==> src/rtl/i2cb_pkg.sv <==
package i2cb_pkg;

  typedef enum logic [1:0] {
    STAT_IDLE = 2'b00,
    STAT_DONE = 2'b01,
    STAT_BUSY = 2'b10,
    STAT_NACK = 2'b11
  } stat_e;

  typedef enum logic [1:0] {
    PH_IDLE  = 2'b00,
    PH_START = 2'b01,
    PH_BIT   = 2'b10,
    PH_STOP  = 2'b11
  } phase_e;

  // quarter of one SCL period, in system clock cycles
  function automatic int unsigned quarter_cycles(input int unsigned clk_hz,
                                                 input int unsigned scl_hz);
    int unsigned q;
    q = clk_hz / (4 * scl_hz);
    return (q < 1) ? 1 : q;
  endfunction

  function automatic logic [6:0] cmd_count(input logic [7:0] cmd);
    return cmd[6:0];
  endfunction

  function automatic logic count_ok(input logic [6:0] cnt, input int unsigned depth);
    return (cnt != 7'd0) && (int'(cnt) <= int'(depth));
  endfunction

  // 1 = pull SCL low
  function automatic logic scl_pull(input phase_e ph, input logic [1:0] q);
    case (ph)
      PH_START: return q == 2'd2;
      PH_BIT:   return (q == 2'd0) || (q == 2'd3);
      PH_STOP:  return q == 2'd0;
      default:  return 1'b0;
    endcase
  endfunction

  // 1 = pull SDA low
  function automatic logic sda_pull(input phase_e ph, input logic [1:0] q,
                                    input logic in_ack, input logic is_rx,
                                    input logic last, input logic msb);
    case (ph)
      PH_START: return q != 2'd0;
      PH_BIT: begin
        if (in_ack) return is_rx && !last;
        else        return !is_rx && !msb;
      end
      PH_STOP:  return q != 2'd2;
      default:  return 1'b0;
    endcase
  endfunction

endpackage

==> src/rtl/i2cb_qtick.sv <==
module i2cb_qtick #(
  parameter int unsigned QUARTER = 250
) (
  input  logic clk,
  input  logic rst_n,
  input  logic clr,
  output logic tick
);
  generate
    if (QUARTER <= 1) begin : g_every
      assign tick = 1'b1;
    end else begin : g_count
      localparam int unsigned CW = $clog2(QUARTER);
      logic [CW-1:0] cnt;
      always_ff @(posedge clk or negedge rst_n) begin
        if (!rst_n)                           cnt <= '0;
        else if (clr || cnt == CW'(QUARTER - 1)) cnt <= '0;
        else                                  cnt <= cnt + 1'b1;
      end
      assign tick = (cnt == CW'(QUARTER - 1)) && !clr;

      p_tick_gap_r10: assert property (@(posedge clk) disable iff (!rst_n)
        tick |=> !tick);
    end
  endgenerate
endmodule

==> src/rtl/i2cb_bytebuf.sv <==
module i2cb_bytebuf #(
  parameter int unsigned DEPTH = 64,
  localparam int unsigned IW = $clog2(DEPTH)
) (
  input  logic          clk,
  input  logic          rst_n,
  input  logic          h_we,
  input  logic [IW-1:0] h_idx,
  input  logic [7:0]    h_wdata,
  output logic [7:0]    h_rdata,
  input  logic          e_we,
  input  logic [IW-1:0] e_widx,
  input  logic [7:0]    e_wdata,
  input  logic [IW-1:0] e_ridx,
  output logic [7:0]    e_rdata
);
  logic [7:0] mem [DEPTH];

  always_ff @(posedge clk or negedge rst_n) begin
    if (!rst_n) begin
      for (int i = 0; i < int'(DEPTH); i++) mem[i] <= '0;
    end else begin
      if (h_we) mem[h_idx] <= h_wdata;
      if (e_we) mem[e_widx] <= e_wdata;
    end
  end

  assign h_rdata = mem[h_idx];
  assign e_rdata = mem[e_ridx];

  p_one_writer_r4: assert property (@(posedge clk) disable iff (!rst_n)
    !(h_we && e_we));
endmodule

==> src/rtl/i2cb_seq.sv <==
module i2cb_seq
  import i2cb_pkg::*;
#(
  parameter int unsigned DEPTH = 64,
  localparam int unsigned IW = $clog2(DEPTH),
  localparam int unsigned NW = $clog2(DEPTH + 1)
) (
  input  logic          clk,
  input  logic          rst_n,
  input  logic          tick,
  input  logic          go,
  input  logic [6:0]    go_count,
  input  logic          abort,
  input  logic          sda_i,
  input  logic [7:0]    buf_rdata,
  output logic [IW-1:0] ld_idx,
  output logic          wr_en,
  output logic [IW-1:0] wr_idx,
  output logic [7:0]    wr_data,
  output logic          scl_oe,
  output logic          sda_oe,
  output logic          busy,
  output logic [1:0]    status
);
  phase_e        phase;
  stat_e         stat;
  logic [1:0]    q;
  logic [3:0]    bit_idx;
  logic [NW-1:0] byte_idx;
  logic [NW-1:0] byte_cnt;
  logic [7:0]    shreg;
  logic          rd_mode;
  logic          ack_bit;
  logic          nack_seen;

  // named internal events
  logic in_ack, is_rx, last_byte, sample_now, bit_end, byte_end, nack_evt, rx_commit;
  assign in_ack     = (bit_idx == 4'd8);
  assign is_rx      = rd_mode && (byte_idx != '0);
  assign last_byte  = ((byte_idx + NW'(1)) == byte_cnt);
  assign sample_now = (phase == PH_BIT) && tick && (q == 2'd1);
  assign bit_end    = (phase == PH_BIT) && tick && (q == 2'd3);
  assign byte_end   = bit_end && in_ack;
  assign nack_evt   = byte_end && !is_rx && ack_bit;
  assign rx_commit  = byte_end && is_rx;

  always_ff @(posedge clk or negedge rst_n) begin
    if (!rst_n) begin
      phase     <= PH_IDLE;
      stat      <= STAT_IDLE;
      q         <= '0;
      bit_idx   <= '0;
      byte_idx  <= '0;
      byte_cnt  <= '0;
      shreg     <= '0;
      rd_mode   <= 1'b0;
      ack_bit   <= 1'b0;
      nack_seen <= 1'b0;
    end else if (abort) begin
      phase <= PH_IDLE;
      stat  <= STAT_IDLE;
      q     <= '0;
    end else if (go) begin
      phase     <= PH_START;
      stat      <= STAT_BUSY;
      q         <= '0;
      bit_idx   <= '0;
      byte_idx  <= '0;
      byte_cnt  <= NW'(go_count);
      nack_seen <= 1'b0;
    end else if (tick) begin
      case (phase)
        PH_START: begin
          if (q == 2'd2) begin
            phase   <= PH_BIT;
            q       <= '0;
            bit_idx <= '0;
            shreg   <= buf_rdata;
            rd_mode <= buf_rdata[0];
          end else begin
            q <= q + 2'd1;
          end
        end
        PH_BIT: begin
          q <= q + 2'd1;
          if (q == 2'd1) begin
            if (in_ack)     ack_bit <= sda_i;
            else if (is_rx) shreg   <= {shreg[6:0], sda_i};
          end
          if (q == 2'd3) begin
            if (!in_ack) begin
              bit_idx <= bit_idx + 4'd1;
              if (!is_rx) shreg <= {shreg[6:0], 1'b0};
            end else if (nack_evt) begin
              phase     <= PH_STOP;
              nack_seen <= 1'b1;
            end else if (last_byte) begin
              phase <= PH_STOP;
            end else begin
              byte_idx <= byte_idx + NW'(1);
              bit_idx  <= '0;
              shreg    <= buf_rdata;
            end
          end
        end
        PH_STOP: begin
          if (q == 2'd2) begin
            phase <= PH_IDLE;
            q     <= '0;
            stat  <= nack_seen ? STAT_NACK : STAT_DONE;
          end else begin
            q <= q + 2'd1;
          end
        end
        default: q <= '0;
      endcase
    end
  end

  assign ld_idx  = (phase == PH_START) ? '0 : IW'(byte_idx + NW'(1));
  assign wr_en   = rx_commit;
  assign wr_idx  = IW'(byte_idx);
  assign wr_data = shreg;
  assign scl_oe  = scl_pull(phase, q);
  assign sda_oe  = sda_pull(phase, q, in_ack, is_rx, last_byte, shreg[7]);
  assign busy    = (phase != PH_IDLE);
  assign status  = stat;

  p_sda_quiet_scl_high_r10: assert property (@(posedge clk) disable iff (!rst_n)
    (phase == PH_BIT && $past(phase) == PH_BIT && !scl_oe && !$past(scl_oe))
      |-> $stable(sda_oe));
  p_busy_flag_r4: assert property (@(posedge clk) disable iff (!rst_n)
    (phase != PH_IDLE) |-> (stat == STAT_BUSY));
  p_idle_release_r9: assert property (@(posedge clk) disable iff (!rst_n)
    (phase == PH_IDLE) |-> (!scl_oe && !sda_oe));
  p_nack_to_stop_r8: assert property (@(posedge clk) disable iff (!rst_n)
    (nack_evt && !abort) |=> (phase == PH_STOP));
  p_index_bound_r3: assert property (@(posedge clk) disable iff (!rst_n)
    (phase == PH_BIT) |-> (byte_idx < byte_cnt));
  p_end_status_r6: assert property (@(posedge clk) disable iff (!rst_n)
    ($past(phase) == PH_STOP && phase == PH_IDLE && !$past(abort))
      |-> (stat == STAT_DONE || stat == STAT_NACK));
endmodule

==> src/rtl/i2c_cmd_master.sv <==
module i2c_cmd_master
  import i2cb_pkg::*;
#(
  parameter int unsigned DEPTH  = 64,
  parameter int unsigned CLK_HZ = 100_000_000,
  parameter int unsigned SCL_HZ = 100_000,
  localparam int unsigned BUF_BASE = 2,
  localparam int unsigned ADDR_W   = $clog2(DEPTH + BUF_BASE),
  localparam int unsigned IW       = $clog2(DEPTH),
  localparam int unsigned QUARTER  = quarter_cycles(CLK_HZ, SCL_HZ)
) (
  input  logic              clk,
  input  logic              rst_n,
  input  logic              reg_wr,
  input  logic [ADDR_W-1:0] reg_addr,
  input  logic [7:0]        reg_wdata,
  output logic [7:0]        reg_rdata,
  input  logic              sda_i,
  output logic              scl_oe,
  output logic              sda_oe
);
  logic [7:0]        ctrl_q;
  logic [ADDR_W-1:0] boff;
  logic              in_buf, ctrl_wr, go, abort, tick, busy;
  logic [1:0]        status;
  logic [IW-1:0]     ld_idx, wr_idx;
  logic              wr_en;
  logic [7:0]        wr_data, h_rdata, e_rdata;

  assign boff    = reg_addr - ADDR_W'(BUF_BASE);
  assign in_buf  = (reg_addr >= ADDR_W'(BUF_BASE)) && (int'(boff) < int'(DEPTH));
  assign ctrl_wr = reg_wr && (reg_addr == '0);
  assign abort   = ctrl_wr && !reg_wdata[7];
  assign go      = ctrl_wr && reg_wdata[7] && !busy && count_ok(cmd_count(reg_wdata), DEPTH);

  always_ff @(posedge clk or negedge rst_n) begin
    if (!rst_n)       ctrl_q <= '0;
    else if (ctrl_wr) ctrl_q <= reg_wdata;
  end

  always_comb begin
    reg_rdata = '0;
    if (reg_addr == ADDR_W'(0))      reg_rdata = ctrl_q;
    else if (reg_addr == ADDR_W'(1)) reg_rdata = {status, 6'b0};
    else if (in_buf)                 reg_rdata = h_rdata;
  end

  i2cb_qtick #(.QUARTER(QUARTER)) u_tick (
    .clk(clk), .rst_n(rst_n), .clr(go), .tick(tick)
  );

  i2cb_bytebuf #(.DEPTH(DEPTH)) u_buf (
    .clk(clk), .rst_n(rst_n),
    .h_we(reg_wr && in_buf && !busy), .h_idx(IW'(boff)), .h_wdata(reg_wdata),
    .h_rdata(h_rdata),
    .e_we(wr_en), .e_widx(wr_idx), .e_wdata(wr_data),
    .e_ridx(ld_idx), .e_rdata(e_rdata)
  );

  i2cb_seq #(.DEPTH(DEPTH)) u_seq (
    .clk(clk), .rst_n(rst_n), .tick(tick),
    .go(go), .go_count(cmd_count(reg_wdata)), .abort(abort),
    .sda_i(sda_i), .buf_rdata(e_rdata),
    .ld_idx(ld_idx), .wr_en(wr_en), .wr_idx(wr_idx), .wr_data(wr_data),
    .scl_oe(scl_oe), .sda_oe(sda_oe), .busy(busy), .status(status)
  );
endmodule

==> config.mk <==
export PLATFORM = sky130hd
export DESIGN_NAME = i2c_cmd_master
export DESIGN_NICKNAME = d
export VERILOG_FILES = /design/src/rtl/i2cb_pkg.sv /design/src/rtl/i2cb_qtick.sv /design/src/rtl/i2cb_bytebuf.sv /design/src/rtl/i2cb_seq.sv /design/src/rtl/i2c_cmd_master.sv
export SDC_FILE = /design/constraint.sdc
export NUM_CORES = 2
export LEC_CHECK = 0
export ABC_AREA = 1
export CORE_ASPECT_RATIO = 1.5
export CORE_MARGIN = 5
export CORE_UTILIZATION = 40
export DETAILED_ROUTE_END_ITERATION = 16
export PLACE_DENSITY_LB_ADDON = 0.15
export SLEW_MARGIN = 20
export SYNTH_ARGS = -nofsm -noshare
export SYNTH_HDL_FRONTEND = slang
export SYNTH_HIERARCHICAL = 1
export SYNTH_SLANG_ARGS = --single-unit
==> constraint.sdc <==
create_clock -name clk -period 4.1 [get_ports clk]
set_input_delay 1.025 -clock clk [delete_from_list [all_inputs] [get_ports clk]]
set_output_delay 1.025 -clock clk [all_outputs]
set_load 0.02 [all_outputs]
==> reports/results.txt <==
The run gives 7 as the number of detailed-routing iterations run before antenna repair. Global routing finished with a remaining overflow of 0. Per report_power, the combinational group accounts for 26.5% of the total.

The run gives 563 as the CTS sink count. The path class of the tightest hold or removal check is in2async. The critical path's slowest cell is sky130_fd_sc_hd__dlygate4sd2_1. Measured along the y axis, the die boundary spans 389 µm. The worst slew slack as a fraction of its limit was 24.9%; the H-tree depth was 2. The run gives 197000 µm as the final routed wirelength across all metal layers. The primary flip-flop cell chosen by synthesis mapping was sky130_fd_sc_hd__dfrtp_1.

STA classifies the critical path startpoint as an input pin. In the final layout, the share of cells above drive strength 1 is 13.8%. The kind of end point of the critical path is an output port. The number of enable-type register cells in the synthesized netlist is 0, and the number of failing hold endpoints at the final stage is 0. The via count of the first global-routing pass was 41513; the clock insertion delay at the later pin of the skew report was 0.68 ns. Port buffering added 28 buffers.

Setup repair after global routing could not meet its margin everywhere. TritonCTS built the clock tree. The peak clock frequency supported by timing came out at 0.245 GHz. The number of top-level design ports is 29, and the static leakage is 22.2 nW.

The clock network is responsible for 34.5% of the overall power. Largest area contributor in the netlist: sky130_fd_sc_hd__dfrtp_1. Once placement completed, the tool counted placed cells totaling 7250. Ranked by total cell area, the synthesized netlist is headed by sky130_fd_sc_hd__dfrtp_1, sky130_fd_sc_hd__nand2_1, sky130_fd_sc_hd__nand3_1. Counting both buffers and inverters, the worst setup path holds a total of 5.

For this design the ratio of total power to cell area is 398 nW/µm². The detailed router placed 44718 vias in this run. The number of slew-limit violations in the final report came out at 0. Overall power consumption after layout is estimated at 0.0183 W.

The logs give 43600 µm² for the placed standard-cell area and 40.4% for the effective utilization at floorplan. The tree is rooted in a sky130_fd_sc_hd__clkbuf_16. The logs give 102000 µm² for the die outline area and 5929 for the net count after synthesis. The placeable core region came out at 94600 µm². The layout overhead on the synthesized area is 20.7%, and the final-layout setup total negative slack is 0 ns. The number of register bits inferred by synthesis was 563. The type of the worst setup path was in2out. Global routing used 37.0% of the available tracks. The switching share of power is 36.2%, and the clock edge transition at the registers on the reported setup and hold paths is 0.06 ns.

The final period demand of the worst path was 4.08 ns; the largest net degree at the start of global routing was 76. In this run, CTS created clock tree buffers numbering 61. The summed area of non-filler cells in the final layout is 46100 µm², and the number of non-filler instances in the completed layout is 7371. Summed over all nets, the half-perimeter wirelength after detailed placement is 133000 µm.

Iteration-0 DRC count of the detailed router: 5825. For this design the total switching power over the nets is 0.00664 W. Of all nets on the critical path, the largest fanout is 9. The floorplan has 138 rows. The tools report the arrival time of the worst setup path as 3.06 ns.

The logs give 286000 µm for the wire length of the first global-routing pass and 1.08 for the routability congestion estimate from global placement. The via count normalized by instance count is 6.07. For the final database, setup skew stands at 0.0285 ns. The tools report the peak ir drop on the vdd network as 357 µV. The run gives 39.0% as the sequential share of power.

Dividing the detail-routed wire length by the instance count gives 26.7 µm. The horizontal extent of the die works out to 262 µm. On the worst path, the slowest cell contributes a delay of 0.32 ns. For the post-synthesis cell type count, the log shows 46.

The flow ran to the end, and the final reports show no timing, DRC or antenna violations. After detailed routing, the number of remaining DRC violations is 0. After synthesis, the share of flip-flops with an asynchronous set or reset is 100%. The final count of negative-setup-slack endpoints came out at 0. The internal power of the cells totals 0.0117 W. The actual transition at the worst max-transition pin was 1.12 ns; the average size of a mapped cell was 6.49 µm². After the last flow step, the layout net total stands at 6098. Counting along the longest clock path gives a buffer depth of 3. For this run, the number of Yosys warnings is 6. The share of synthesized area in the top cell type comes to 36.9%. Once layout is complete, the utilization of the core stands at 48.7%.

Walking the worst path, the cells encountered are dlygate4sd2_1 -> nor2_2 -> nand2_1 -> xor2_1 -> buf_4 -> buf_4 -> nand3_1 -> inv_4 -> nand2_1 -> nand2_1 -> nor2_2 -> nand2_2 -> nand3_2 -> nand3_2 -> buf_4. The logs give 13 for the initial antenna violation count and 0 for the number of antenna-violating nets in the routed design. In the layout the commonest cells are sky130_fd_sc_hd__nand2_1, sky130_fd_sc_hd__nand3_1, sky130_fd_sc_hd__o21ai_0. Synthesis produced a netlist whose cell count is 5890. The period utilization is 99.6%. The most common cell after layout, fill and taps aside was sky130_fd_sc_hd__nand2_1. The cell family with the largest share of critical-path delay is simple AND/OR/NAND/NOR gates. The cell area that synthesis handed to floorplanning was 38200 µm².

Across the run, the number of max-cap violations was 0. The run gives 36.9% as the proportion of synthesized chip area in sequential cells. STA puts the critical path data required time at 3.07 ns.
[cell type report]
cell class / count / area [µm²]
Tap cell: 1260 / 1580
Clock inverter: 28 / 435
Timing Repair Buffer: 609 / 5840
Fill cell: 9795 / 48500
Clock buffer: 85 / 1780
Inverter: 252 / 981
Multi-Input combinational cell: 4570 / 21400
Sequential cell: 563 / 14100
Antenna cell: 2 / 5.00
Timing Repair inverter: 2 / 15.0
[per-stage QoR]
stage               setup slack (ns)  hold slack [ns]
global route                 -0.0332            0.376
floorplan                      0.164            0.442
finish                        0.0157            0.331
detailed placement            -0.970            0.460
CTS                           0.0168            0.374
global placement              -0.979            0.456
[cell families (layout without fill, tap and decap cells)]
logic type                 after synthesis  in the layout  synth area share [%]
and+or+nand+nor                       3225           3225                  34.6
buffers and inverters                  757            976                  7.98
DFF                                    563            563                  36.9
xor gates and xnor gates                 8              8                 0.183
muxes                                    1              1                0.0295
AOI/OAI and AO/OA                     1316           1316                  19.6
other                                    0              2                     0
adders and majority gates               20             20                 0.655
[power by group through the flow]
stage	logic [W]	clock network [W]	registers, W
3_3_place_gp	0.00458	0	0.00720
5_1_grt	0.00522	0.00657	0.00723
4_1_cts	0.00466	0.00635	0.00712
3_5_place_dp	0.00461	0	0.00721
6_report	0.00486	0.00632	0.00715
2_1_floorplan	0.00274	0	0.00692
[synthesized netlist by cell type, drive strengths merged (16+ instances only)]
master,instances
a211oi,16
a21oi,208
a31oi,106
buf,169
clkbuf,336
dfrtp,563
ha,20
inv,244
nand2,2286
nand3,600
nor2,234
nor3,86
o211ai,171
o21ai,573
o22ai,237
[what timing repair did]
action / 4_1_cts / 5_1_grt
pin swaps: 10 / 10
endpoints found under the setup margin: 9 / 9
buffers inserted: 2 / 1
gates cloned: 3 / 0
gates resized for setup: 98 / 32
hold buffers: 0 / 0
[flip-flops by register name, indices dropped and copies added, names as in the netlist]
register / flops
u_seq/status: 2
u_buf/mem: 512
u_seq/wr_data: 8
u_seq/ack_bit: 1
u_tick/g_count.cnt: 8
u_seq/byte_idx: 7
u_seq/byte_cnt: 7
u_seq/bit_idx: 4
u_seq/nack_seen: 1
u_seq/q: 2
u_seq/rd_mode: 1
ctrl_q: 8
u_seq/phase: 2
[worst register-to-register path, delay by kind of cell (launching register included)]
family | cells | cell delay [ns]
and+or+nand+nor | 8 | 1.33
buffers and inverters | 8 | 1.40
AOI/OAI and AO/OA | 2 | 0.19
adders and majority gates | 1 | 0.31
DFF | 1 | 0.44
[per-layer routing]
layer	wire (µm)	track usage [%]	vias up
met2	87200	57.1	2711
met1	71200	45.4	21192
met4	18500	27.7	16
met5	105	0	-
li1	-	-	20049
met3	20000	7.89	750
[final timing paths]
kind / to / slack (ns) / depth (start not counted) / start
setup / recovery: reg_rdata[6] / 0.02 / 15 / reg_addr[4]
hold / removal: u_buf/mem[320] / 0.33 / 1 / rst_n
setup reg to reg: u_buf/mem[208] / 0.28 / 19 / u_seq/phase[0]
hold reg to reg: ctrl_q[7] / 0.47 / 2 / ctrl_q[7]
max in group asynchronous: u_seq/byte_idx[1] / 2.77 / 2 / rst_n
min in group clk: ctrl_q[7] / 0.47 / 2 / ctrl_q[7]
No activity file was read; power rests on OpenSTA's default activity.
